--- src/rtl/ftb_pkg.sv ---
package ftb_pkg;
  // strobes from control to storage
  typedef struct packed {
    logic push;   // store the offered word
    logic pop;    // move head word into the unpack register
  } ftbStrobe_t;
endpackage

--- src/rtl/ftb_store.sv ---
module ftb_store
  import ftb_pkg::*;
#(
  parameter int DEPTH  = 64,
  parameter int DATA_W = 32
) (
  input  logic                       clk,
  input  logic                       rstN,
  input  ftbStrobe_t                 strobe,
  input  logic [DATA_W-1:0]          wrData,
  input  logic                       wrLast,
  input  logic [$clog2(DATA_W/8)-1:0] wrBytes,
  input  logic [$clog2(DATA_W/8)-1:0] byteIdx,
  output logic [$clog2(DEPTH):0]     count,
  output logic [$clog2(DEPTH):0]     eofCount,
  output logic                       holdLast,
  output logic [$clog2(DATA_W/8)-1:0] holdBytes,
  output logic [7:0]                 txData
);
  localparam int BYTES  = DATA_W / 8;
  localparam int BIDX_W = $clog2(BYTES);
  localparam int PTR_W  = $clog2(DEPTH);
  localparam int CNT_W  = PTR_W + 1;
  localparam logic [CNT_W-1:0] FULL = CNT_W'(DEPTH);

  logic [DATA_W-1:0] memData  [DEPTH];
  logic              memLast  [DEPTH];
  logic [BIDX_W-1:0] memBytes [DEPTH];
  logic [PTR_W-1:0]  wrPtr, rdPtr;
  logic [DATA_W-1:0] holdWord;
  logic              eofIn, eofOut;

  assign eofIn  = strobe.push && wrLast;
  assign eofOut = strobe.pop && memLast[rdPtr];

  always_ff @(posedge clk) begin
    if (strobe.push) begin
      memData[wrPtr]  <= wrData;
      memLast[wrPtr]  <= wrLast;
      memBytes[wrPtr] <= wrBytes;
    end
  end

  always_ff @(posedge clk) begin
    if (!rstN) begin
      wrPtr     <= '0;
      rdPtr     <= '0;
      count     <= '0;
      eofCount  <= '0;
      holdWord  <= '0;
      holdLast  <= 1'b0;
      holdBytes <= '0;
    end else begin
      if (strobe.push) wrPtr <= wrPtr + 1'b1;
      if (strobe.pop) begin
        rdPtr     <= rdPtr + 1'b1;
        holdWord  <= memData[rdPtr];
        holdLast  <= memLast[rdPtr];
        holdBytes <= memBytes[rdPtr];
      end
      case ({strobe.push, strobe.pop})
        2'b10:   count <= count + 1'b1;
        2'b01:   count <= count - 1'b1;
        default: count <= count;
      endcase
      case ({eofIn, eofOut})
        2'b10:   eofCount <= eofCount + 1'b1;
        2'b01:   eofCount <= eofCount - 1'b1;
        default: eofCount <= eofCount;
      endcase
    end
  end

  assign txData = holdWord[byteIdx*8 +: 8];

  AST_NO_PUSH_FULL: assert property (@(posedge clk) disable iff (!rstN)
    strobe.push |-> count < FULL);
  AST_NO_POP_EMPTY: assert property (@(posedge clk) disable iff (!rstN)
    strobe.pop |-> count != '0);
  AST_EOF_BOUND: assert property (@(posedge clk) disable iff (!rstN)
    eofCount <= count);
endmodule

--- src/rtl/ftb_ctrl.sv ---
module ftb_ctrl
  import ftb_pkg::*;
#(
  parameter int DEPTH  = 64,
  parameter int DATA_W = 32
) (
  input  logic                               clk,
  input  logic                               rstN,
  input  logic                               wrValid,
  input  logic [$clog2(DEPTH)+$clog2(DATA_W/8):0] startThresh,
  input  logic [$clog2(DEPTH):0]             pfThresh,
  input  logic [$clog2(DEPTH):0]             peThresh,
  input  logic [$clog2(DEPTH):0]             count,
  input  logic [$clog2(DEPTH):0]             eofCount,
  input  logic                               holdLast,
  input  logic [$clog2(DATA_W/8)-1:0]        holdBytes,
  input  logic                               txReady,
  output logic                               wrReady,
  output logic                               txValid,
  output logic                               txLast,
  output logic                               partFull,
  output logic                               partEmpty,
  output logic [$clog2(DATA_W/8)-1:0]        byteIdx,
  output ftbStrobe_t                         strobe
);
  localparam int BYTES  = DATA_W / 8;
  localparam int BIDX_W = $clog2(BYTES);
  localparam int CNT_W  = $clog2(DEPTH) + 1;
  localparam int TH_W   = CNT_W + BIDX_W;
  localparam logic [CNT_W-1:0]  FULL    = CNT_W'(DEPTH);
  localparam logic [BIDX_W-1:0] TOP_IDX = BIDX_W'(BYTES - 1);

  logic              holdValid, released;
  logic [TH_W-1:0]   bufBytes;
  logic              startOk, take, wordEnd;
  logic [BIDX_W-1:0] lastIdx;

  assign bufBytes = {count, {BIDX_W{1'b0}}};
  assign startOk  = (eofCount != '0) || (bufBytes >= startThresh);
  assign wrReady  = (count != FULL);

  assign strobe.push = wrValid && wrReady;
  assign strobe.pop  = !holdValid && (count != '0) && (released || startOk);

  assign lastIdx = (holdLast && holdBytes != '0) ? holdBytes - 1'b1 : TOP_IDX;
  assign wordEnd = (byteIdx == lastIdx);
  assign txValid = holdValid;
  assign txLast  = holdValid && holdLast && wordEnd;
  assign take    = holdValid && txReady;

  assign partFull  = count > pfThresh;
  assign partEmpty = count < peThresh;

  always_ff @(posedge clk) begin
    if (!rstN) begin
      holdValid <= 1'b0;
      released  <= 1'b0;
      byteIdx   <= '0;
    end else begin
      if (strobe.pop) begin
        holdValid <= 1'b1;
        released  <= 1'b1;
        byteIdx   <= '0;
      end else if (take) begin
        if (wordEnd) begin
          holdValid <= 1'b0;
          if (holdLast) released <= 1'b0;
        end else begin
          byteIdx <= byteIdx + 1'b1;
        end
      end
    end
  end

  AST_NO_OVERFLOW: assert property (@(posedge clk) disable iff (!rstN)
    count <= FULL);
  AST_TX_HOLD: assert property (@(posedge clk) disable iff (!rstN)
    (txValid && !txReady) |=> (txValid && $stable(byteIdx)));
  AST_GATE_CLOSED: assert property (@(posedge clk) disable iff (!rstN)
    (!released && eofCount == '0 && bufBytes < startThresh) |=> !txValid);
  AST_LAST_ENDS: assert property (@(posedge clk) disable iff (!rstN)
    (txLast && txReady) |=> !txValid);
endmodule

--- src/rtl/frame_tx_buffer.sv ---
module frame_tx_buffer
  import ftb_pkg::*;
#(
  parameter int DEPTH  = 64,
  parameter int DATA_W = 32
) (
  input  logic        clk,
  input  logic        rstN,
  input  logic        wrValid,
  output logic        wrReady,
  input  logic [31:0] wrData,
  input  logic        wrLast,
  input  logic [1:0]  wrBytes,
  input  logic [8:0]  startThresh,
  input  logic [6:0]  pfThresh,
  input  logic [6:0]  peThresh,
  output logic        txValid,
  input  logic        txReady,
  output logic [7:0]  txData,
  output logic        txLast,
  output logic        partFull,
  output logic        partEmpty
);
  localparam int BIDX_W = $clog2(DATA_W / 8);
  localparam int CNT_W  = $clog2(DEPTH) + 1;

  ftbStrobe_t        strobe;
  logic [CNT_W-1:0]  count, eofCount;
  logic              holdLast;
  logic [BIDX_W-1:0] holdBytes, byteIdx;

  ftb_store #(.DEPTH(DEPTH), .DATA_W(DATA_W)) u_store (
    .clk(clk), .rstN(rstN), .strobe(strobe),
    .wrData(wrData), .wrLast(wrLast), .wrBytes(wrBytes),
    .byteIdx(byteIdx), .count(count), .eofCount(eofCount),
    .holdLast(holdLast), .holdBytes(holdBytes), .txData(txData)
  );

  ftb_ctrl #(.DEPTH(DEPTH), .DATA_W(DATA_W)) u_ctrl (
    .clk(clk), .rstN(rstN), .wrValid(wrValid),
    .startThresh(startThresh), .pfThresh(pfThresh), .peThresh(peThresh),
    .count(count), .eofCount(eofCount),
    .holdLast(holdLast), .holdBytes(holdBytes), .txReady(txReady),
    .wrReady(wrReady), .txValid(txValid), .txLast(txLast),
    .partFull(partFull), .partEmpty(partEmpty),
    .byteIdx(byteIdx), .strobe(strobe)
  );
endmodule

--- config.mk ---
export PLATFORM = sky130hd
export DESIGN_NAME = frame_tx_buffer
export DESIGN_NICKNAME = d
export VERILOG_FILES = /design/src/rtl/ftb_pkg.sv /design/src/rtl/ftb_store.sv /design/src/rtl/ftb_ctrl.sv /design/src/rtl/frame_tx_buffer.sv
export SDC_FILE = /design/constraint.sdc
export NUM_CORES = 2
export LEC_CHECK = 0
export BUFFER_PORTS_ARGS = -buffer_cell sky130_fd_sc_hd__buf_4
export CORE_MARGIN = 2
export CORE_UTILIZATION = 63
export DETAILED_ROUTE_END_ITERATION = 7
export PLACE_DENSITY = 0.79
export SLEW_MARGIN = 20
export SYNTH_ARGS = -nofsm -noshare
export SYNTH_HDL_FRONTEND = slang
export SYNTH_SLANG_ARGS = --single-unit
--- constraint.sdc ---
create_clock -name clk -period 4.9 [get_ports clk]
set_input_delay 0 -clock clk [delete_from_list [all_inputs] [get_ports clk]]
set_output_delay 0 -clock clk [all_outputs]
set_load 0.03 [all_outputs]
; ---- After elaboration in Yosys (flattened, before gate mapping)
; Memory sizes are Yosys's and may differ from the RTL's. A register that Yosys moved wholly into a read port is not among the register bits.
; Cells that the tools add are included.
[op_classes]
bitwise_logic = 2
shifts = 1
n_addsub = 8
mux = 14
n_lt_le_gt_ge = 3
n_mul = 0
n_div = 0
n_eq_ne = 6
reduce_logical = 26
[ops]
columns = operator, n
row1 = 32-bit by 6-bit indexed part select with 8-bit output, 1
row2 = 7-bit one-hot mux with 2 select lines, 2
row3 = "7-bit by 1-bit adder with 7-bit output, second input constant", 2
row4 = 7-bit nonzero test, 2
row5 = "7-bit by 1-bit subtractor with 7-bit output, second input constant", 2
row6 = "6-bit by 1-bit adder with 6-bit output, second input constant", 2
row7 = 6-bit two-way mux, 2
row8 = 2-bit nonzero test, 6
row9 = 9-bit greater-or-equal comparator, 1
row10 = 1-bit logical AND, 9
row11 = 1-bit two-way mux, 9
row12 = 7-bit greater-than comparator, 1
row13 = 7-bit less-than comparator, 1
row14 = "7-bit != test, second input constant", 1
row15 = "2-bit by 1-bit == test with 1-bit output, second input constant", 2
row16 = "2-bit == test, second input constant", 2
row17 = 2-bit AND reduction, 2
row18 = 1-bit logical NOT, 3
row19 = 3-bit AND reduction, 1
row20 = "2-bit by 1-bit adder with 2-bit output, second input constant", 1
row21 = 2-bit == test, 1
row22 = 1-bit logical OR, 2
row23 = 2-bit two-way mux, 1
row24 = 1-bit NOT, 2
row25 = other kinds (2), 2
[totals]
out_inout_bits = 13
latch_bits = 0
rom_bits = 0
inputBits = 62
word_cells = 71
mem_count = 3
reg_bits = 31
mem_bits_rw = 2240
[memory_table]
columns = name, words, word_bits, rd, rd_clocked_by_memory_dff, wr, line_no
row1 = u_store.memData, 64, 32, 1, 1, 1, ftb_store.sv:26  ; logic [DATA_W-1:0] memData [DEPTH];
row2 = u_store.memBytes, 64, 2, 1, 1, 1, ftb_store.sv:28  ; logic [BIDX_W-1:0] memBytes [DEPTH];
row3 = u_store.memLast, 64, 1, 1, 1, 1, ftb_store.sv:27  ; logic memLast [DEPTH];

; ---- Depth between registers and ports, before layout
[depth]
ltp_word = 7
depth_mapped = 18
depth_no_buf = 17

; ---- Hierarchy
; Synthesis repeated with hierarchy kept, for this count alone.
[unflattened]
cells_unflattened = 4130
area_unflattened_um2 = 89195.5
[modules_own_cells]
columns = mod, cells_per_inst, area_each_um2, n_inst, seq_area_each_um2
row1 = ftb_store, 4013, 88323.5, 1, 68605.8
row2 = ftb_ctrl, 117, 872.1, 1, 80.1

; ---- Least setup slack after synthesis
; OpenSTA, ideal clock, no wires.
[synth_path]
path_kind = register -> register
start = register (tool-made name)
end = register u_store.eofCount[6]
setup_time_ps = 76
path_stages_with_launch = 18
t_arrival_ps = 3751
setup_slack_ps = 1073
n_path_buf = 2
synth_period_minus_slack_ps = 3827
t_required_ps = 4824
cell_sequence = dfxtp_1 -> buf_2 -> buf_2 -> mux4_2 -> a22oi_1 -> nand2_1 -> a211oi_1 -> a21o_1 -> nor2_1 -> ha_1 -> ha_1 -> nor2b_1 -> o21ai_0 -> a21oi_1 -> o21ai_0 -> a21oi_1 -> or4_1 -> a21boi_0
[synth_rtl]
columns = element, line_no
row1 = end signal: assignment, ftb_store.sv:67  ; 2'b10: eofCount <= eofCount + 1'b1;
row2 = end signal: assignment, ftb_store.sv:68  ; 2'b01: eofCount <= eofCount - 1'b1;
row3 = end signal: assignment, ftb_store.sv:69  ; default: eofCount <= eofCount;
row4 = end: declaration, ftb_store.sv:15  ; output logic [$clog2(DEPTH):0] eofCount,

==> results.tsv <==
metric	value	unit
syn-num-nets	4096	
hold_class	primary input to register	
cts_buffer_depth	3	
clock_sinks	2311	
slew_headroom	0.106	
async_flop_share	0	
drv_slew	0	
synthesis.instances	4002	
root_buffer	clkbuf_16	
synth_commonest_cells	edfxtp_1, mux4_2, a22oi_1, a21oi_1, clkbuf_1	
drt_iter0_drc	7801	
coreArea	139000	sq um
dp.cells	5875	
status	finished clean	
fmax	234	MHz
tightest_slew	1330	ps
die_h	379	um
cp-start-kind	register	
period_needed	4270	ps
synthMostInstantiatedCell	edfxtp_1	
dieWidth	379	um
yosys.area.top_type_share	0.761	
netlist_area	88400	sq um
cts_made_buffers	216	
skew	31.5	ps
start_util	0.634	
grt_pass1_wl	342000	um
hpwl	126000	um
grtUsageTotal	0.344	
clk_latency	870	ps
nFillCells	7427	
tritoncts	built	
critPathCaptureType	register	
path_clk_slew	60	ps
grt_max_degree	72	
num_vias	46800	
drive_gt1_frac	0.269	
wl_per_cell	38.3	um
synth_top_cell_by_area	edfxtp_1	
synth-seq-area-share	0.777	
leakage	30.7	nW
avgSynthCellArea	22.1	sq um
hold-worst-slack	78.9	ps
die_area	143000	sq um
yosysWarnings	0	
setup_tns	0	ps
ios	75	
via_per_inst	7.40	
crit_required	5690	ps
fin_cells	6325	
grt_pass1_vias	46000	
drc	0	
nets	4351	
cts_setup_buffers	0	
synth_seq_cells	2311	
drv_cap	0	
firstDrtPassIters	8	
routed_wl	242000	um
p_per_area	452	nW/um^2
arrival	5050	ps
htreeDepth	4	
grt_overflow_total	0	
antenna_found_initial	9	
critPathKind	register to register	
numPortBuffers	74	
ir_drop	0.314	mV
timing.final.hold_violations	0	
rsz0062_at_grt	no	
yosysUniqueCellTypes	59	
totalPowerFinal	45.1	mW
post_cts_resized	0	
yosys_most_used_dff	edfxtp_1	
rows	137	
gp_congestion	0.924	
cts_hold_buffers	40	
yosys-top-cells-area	edfxtp_1, mux4_2, a22oi_1	
postRouteAntennaNets	0	
synth-edff-count	2240	
setup_viol	0	
worstPathMaxFanout	9	
area_growth	13.0	%
finalCritPeriodShare	0.871	
flip-flops by register name, indices dropped and copies added (netlist names), 6 cells and up, named ones only:
| name | cells |
|---|---|
| u_store.holdWord | 32 |
| u_store.wrPtr | 6 |
| u_store.count | 7 |
| u_store.eofCount | 7 |
| u_store.rdPtr | 6 |
| u_store.memData | 2048 |
| u_store.memBytes | 128 |
| u_store.memLast | 64 |
placed cells by master, fill, tap and decap left out, drive strengths merged, types with 11 or more instances in the layout:
master,netlist,routed
ha,31,31
dfxtp,71,71
nor4,27,27
clkinv,1,88
o31ai,11,11
clkbuf,108,286
buf,123,228
a22oi,242,242
xnor2,12,12
bufinv,0,15
nand2,65,65
and2,25,25
nor2b,14,14
a21oi,131,131
a32oi,11,11
inv,36,48
mux4,578,578
mux2i,14,14
dlygate4sd3,0,40
a211oi,13,13
edfxtp,2240,2240
nand3,46,46
nor2,83,83
o21ai,42,42
path summary, 6_finish.rpt:
check | from | end | slack, ps | cells after the start
max | register | u_store.eofCount[6]$_SDFFE_PN0P_ | 630 | 16
min | startThresh[1] | u_store.count[5]$_SDFFE_PN0P_ | 80 | 7
max reg2reg | register | u_store.eofCount[6]$_SDFFE_PN0P_ | 630 | 16
min reg2reg | u_store.holdWord[3]$_SDFFE_PN0P_ | u_store.holdWord[3]$_SDFFE_PN0P_ | 470 | 2
cell families (layout without fill, tap and decap cells):
logic type / count (synthesis) / after routing / synth area share
adder cells (fa/ha/maj): 32 / 32 / 0.00461
AO/OA/AOI/OAI: 484 / 484 / 0.0368
flip-flops: 2311 / 2311 / 0.777
AND/OR/NAND/NOR: 295 / 295 / 0.0164
other: 0 / 6 / 0
multiplexers: 592 / 592 / 0.149
XOR/XNOR: 20 / 20 / 0.00198
buffers and inverters: 268 / 709 / 0.0142
through the flow:
stage | instance area, sq um | util | setup WS [ps]
after CTS | 99800 | 0.716 | 693
after detailed placement | 92500 | 0.664 | 734
after global routing | 99800 | 0.716 | 334
after floorplan | 88400 | - | 1070
final | 99800 | 0.716 | 633
after global placement | 92500 | 0.664 | 771
layer usage:
metal | vias up | GRT usage | routed length (um)
li1 | 17500 | - | -
met1 | 24100 | 0.465 | 81900
met2 | 4403 | 0.533 | 115000
met3 | 748 | 0.0828 | 30300
met4 | 6 | 0.174 | 14700
met5 | - | 0 | 46
cell type report:
class	count	area (sq um)	share of cell area
repair buffers	268	2740	0.0274
clock buffers	286	5890	0.0590
clock inverters	118	1060	0.0106
inverters	37	139	0.00139
multi-input cells	1423	19000	0.190
flip-flops and latches	2311	68700	0.688
well taps	1876	2350	0.0235
diodes	6	15.0	0.000150
worst max-delay path, cell delays in order, from the launching register on:
cell	delay (ps)
dfxtp_1	580
buf_4	270
mux4_2	320
a22oi_1	200
nand2_1	100
a211oi_1	320
a21o_1	220
nor2_1	70
ha_1	280
ha_1	350
nor2b_1	150
o21ai_0	250
a21oi_1	130
o21ai_0	220
a21oi_1	120
or4_1	470
a21boi_0	170
power breakdown:
part           leakage (nW)  switching [mW]  internal (mW)
registers              20.7           0.390           22.0
logic                  6.51            3.48           2.63
clock network          3.41            7.37           9.26
total                  30.7            11.2           33.9
(Power assumes the default switching activity.)
